## config.mk

```make
export PLATFORM = sky130hd
export DESIGN_NAME = prescaled_counter
export DESIGN_NICKNAME = d
export VERILOG_FILES = /design/src/rtl/prescaled_counter.sv
export SDC_FILE = /design/constraint.sdc
export NUM_CORES = 1
export LEC_CHECK = 0
export ABC_AREA = 1
export ABC_CLOCK_PERIOD_IN_PS = 7400
export BUFFER_PORTS_ARGS = -buffer_cell sky130_fd_sc_hd__buf_2
export CAP_MARGIN = 10
export CORE_UTILIZATION = 54
export DETAILED_ROUTE_END_ITERATION = 6
export GPL_TIMING_DRIVEN = 0
export PLACE_DENSITY = 0.84
export REMOVE_ABC_BUFFERS = 1
export SLEW_MARGIN = 25
export SYNTH_ARGS = -nofsm -noshare
export SYNTH_HDL_FRONTEND = slang
export SYNTH_SLANG_ARGS = --single-unit
```

## constraint.sdc

```tcl
create_clock -name clk -period 7.4 [get_ports clk]
set_input_delay 0.74 -clock clk [delete_from_list [all_inputs] [get_ports clk]]
set_output_delay 0.74 -clock clk [all_outputs]
set_load 0.01 [all_outputs]
```

## src/rtl/prescaled_counter.sv

```systemverilog
module prescaled_counter #(
  parameter int LOW_W  = 3,
  parameter int HIGH_W = 13
) (
  input  logic                    clk,
  input  logic                    rst_n,
  input  logic                    en,
  output logic [LOW_W+HIGH_W-1:0] count
);

  logic [LOW_W-1:0]  low_q;
  logic [HIGH_W-1:0] high_q;
  logic [HIGH_W-1:0] high_nxt;
  logic [HIGH_W:0]   rc;
  logic              low_tc;
  logic              high_step;

  assign low_tc    = &low_q;
  assign high_step = en & low_tc;

  // Ripple chain: settles over 2**LOW_W cycles before it is sampled.
  assign rc[0] = 1'b1;
  for (genvar i = 0; i < HIGH_W; i++) begin : g_ripple
    assign high_nxt[i] = high_q[i] ^ rc[i];
    assign rc[i+1]     = high_q[i] & rc[i];
  end

  always_ff @(posedge clk or negedge rst_n) begin
    if (!rst_n) begin
      low_q <= '0;
    end else if (en) begin
      low_q <= low_q + 1'b1;
    end
  end

  always_ff @(posedge clk or negedge rst_n) begin
    if (!rst_n) begin
      high_q <= '0;
    end else if (high_step) begin
      high_q <= high_nxt;
    end
  end

  assign count = {high_q, low_q};

endmodule

```

==> reports/results.tsv <==
stage	metric	value	unit
layout	nNetsFinal	119	
critical_path	slowest_delay	0.42	ns
global_route	grt-ovfl-total	0	
yosys	netlist_instances	83	
critical_path	path_common_cell	ha_1	
critical_path	cp_max_fo	4	
timing	slew_viol_final	0	
yosys	synth_top_area_share	50.1	%
clock_tree	root_buffer	clkbuf_4	
clock_tree	cts_setup_buffers	0	
clock_tree	cts_tree	yes	
die	core	0.00133	mm2
layout	fin_area	918	um2
critical_path	crit_slowest_cell	dfrtp_1	
clock_tree	clock_latency	0.28	ns
drt	vias_per_cell	4.92	
drt	routedWlPerCell	11.0	um
clock_tree	cts.clk_slew.worst_paths	0.10	ns
yosys	yosysSeqAreaShare	50.1	%
placed_design	placement.io_buffers	18	
yosys	post_synth_num_cell_types	12	
layout	nFillCells	111	
layout	syn_to_final_growth	14.9	%
drt	via_count	576	
flow_run	maxCapViolCount	0	
critical_path	crit_chain	ha_1, ha_1, ha_1, ha_1, ha_1, ha_1, ha_1, ha_1, ha_1, ha_1, ha_1, nand2_1, nand2_1	
critical_path	cp_top_family	adder cells	
global_route	grt_start_max_net_pins	17	
timing	min_period	2.72	ns
layout	antenna_cells	0	
yosys	yosys.area.top_type	dfrtp_1	
die	die_h	40.5	um
timing	tns	0	ns
drt	finalWirelength	1290	um
drt	drt_iter0_drc	8	
timing	setup_viol	0	
die	die-area	0.00164	mm2
clock_tree	hold_buffers	0	
yosys	ys_ff_latch	16	
layout	fin_util	68.9	%
timing	skew	0.0103	ns
timing	rsz0062_at_grt	no	
global_route	antenna_found_initial	0	
timing	worstMarginPinSlew	0.345	ns
yosys	synth_edf_count	0	
yosys	avgSynthCellArea	9.63	um2
yosys	synthesis.area	800	um2
critical_path	start_kind	flip-flop	
global_route	grt_first_pass_wirelength	1960	um
clock_tree	cts.sinks	16	
layout	multiInputGateArea	354	um2
clock_tree	cts-resized-gates	0	
die	die_x	40.5	um
timing	max_freq	368	MHz
layout	regArea	400	um2
yosys	ys_warn_count	0	
yosys	synth_area_leaders	dfrtp_1, ha_1, nand2_1	
clock_tree	cts_buffers	3	
critical_path	critPathCaptureType	flip-flop	
drt	first_pass_iters	4	
timing	hold_viol_final	0	
timing	slew_headroom	77.0	%
die	start_util	59.9	%
clock_tree	clk_path_buf_depth	2	
timing	post-route-period-util	36.7	%
timing	holdWs	0.343	ns
placed_design	dp_hpwl	943	um
yosys	yosysMostFrequentCell	nand2_1	
critical_path	r2r-start	high_q[0]$_DFFE_PN0P_	
drt	drc	0	
die	ios	19	
pwr	power.leakage	0.615	nW
global_route	grt_pass1_vias	482	
placed_design	placed_area	882	um2
drt	drtAntennaViolNets	0	
critical_path	path_buf_inv	0	
run_status	status	complete, no violations	
critical_path	critPathLaunch	high_q[0]$_DFFE_PN0P_	
critical_path	critPathArrivalTime	2.90	ns
pwr	p_per_area	253	mW/mm2
layout	instances_no_fill	117	
placed_design	dp.cells	113	
yosys	async_flop_share	100	%
hold_path	hold_path.class	primary input to asynchronous set/reset pin	
clock_tree	cts_max_level	1	
critical_path	critPathKind	flip-flop to flip-flop	
yosys	synth_common_cells	nand2_1, dfrtp_1, ha_1, inv_1	
critical_path	required	7.59	ns
placed_design	place.gp.congestion	0.677	
layout	drive_above_1_share	23.5	%
pwr	vdd_drop_max	0.169	mV
global_route	grt_usage	18.7	%
die	rows	13	
yosys	synth_ff_type	dfrtp_1	
==> logic make-up after synthesis <==
logic type	count (synthesis)	share of synthesized area (%)
fa+ha+maj	13	20.3
compound gates	2	1.25
flops	16	50.1
buf+inv	8	5.63
xor+xnor	1	1.10
simple gates	43	21.6
==> sequential cells by signal (all words and copies together) (netlist names) <==
| signal | cells |
|---|---|
| low_q | 3 |
| high_q | 13 |
==> worst reg2reg max path: stages (launching register included) <==
cell and delay [ns]:
dfrtp_1 0.42, ha_1 0.21, ha_1 0.18, ha_1 0.18
ha_1 0.19, ha_1 0.18, ha_1 0.18, ha_1 0.18
ha_1 0.17, ha_1 0.18, ha_1 0.18, ha_1 0.26
nand2_1 0.06, nand2_1 0.04
==> layer usage <==
layer	vias to the layer above	GRT usage [%]	part of all wire (%)
li1	300	-	-
met2	18	31.0	49
met3	2	5.00	4.7
met4	0	7.50	0.54
met1	256	22.7	46
met5	-	0	0
==> cell type report <==
class,count,area share (%)
sequential,16,43.6
multi-input combinational,59,38.6
timing repair buffer,18,9.81
clock buffer,4,3.95
inverter,5,2.04
tap,15,2.04
==> report_power, final <==
group	total (mW)	leakage (nW)	switching [mW]	internal (mW)
registers	0.115	0.215	0.0127	0.102
clock network	0.0562	0.0210	0.0263	0.0299
logic	0.0614	0.379	0.0356	0.0258
==> per-stage QoR <==
step | setup WS (ns) | total power, mW
6_report | 4.68 | 0.233
2_1_floorplan | 4.76 | 0.153
3_3_place_gp | 4.72 | 0.174
4_1_cts | 4.67 | 0.237
5_1_grt | 4.54 | 0.251
3_5_place_dp | 4.69 | 0.179
==> layout by cell type, fill, tap and decap left out, drive strengths merged <==
| cell | instances |
|---|---|
| nand2 | 41 |
| buf | 18 |
| dfrtp | 16 |
| ha | 13 |
| inv | 5 |
| clkbuf | 4 |
| o21ai | 2 |
| xor2 | 1 |
| nand4 | 1 |
| nand3 | 1 |
==> path summary, 6_finish.rpt <==
| check | end | slack, ns | cells after the start |
|---|---|---|---|
| setup / recovery | high_q[11]$_DFFE_PN0P_ | 4.68 | 13 |
| hold / removal | high_q[11]$_DFFE_PN0P_ | 0.34 | 1 |
| setup reg to reg | high_q[11]$_DFFE_PN0P_ | 4.68 | 13 |
| hold reg to reg | low_q[0]$_DFFE_PN0P_ | 0.52 | 1 |
| max in group asynchronous | high_q[12]$_DFFE_PN0P_ | 6.79 | 1 |
| min in group clk | low_q[0]$_DFFE_PN0P_ | 0.52 | 1 |
Power figures use the tool's default switching activity.
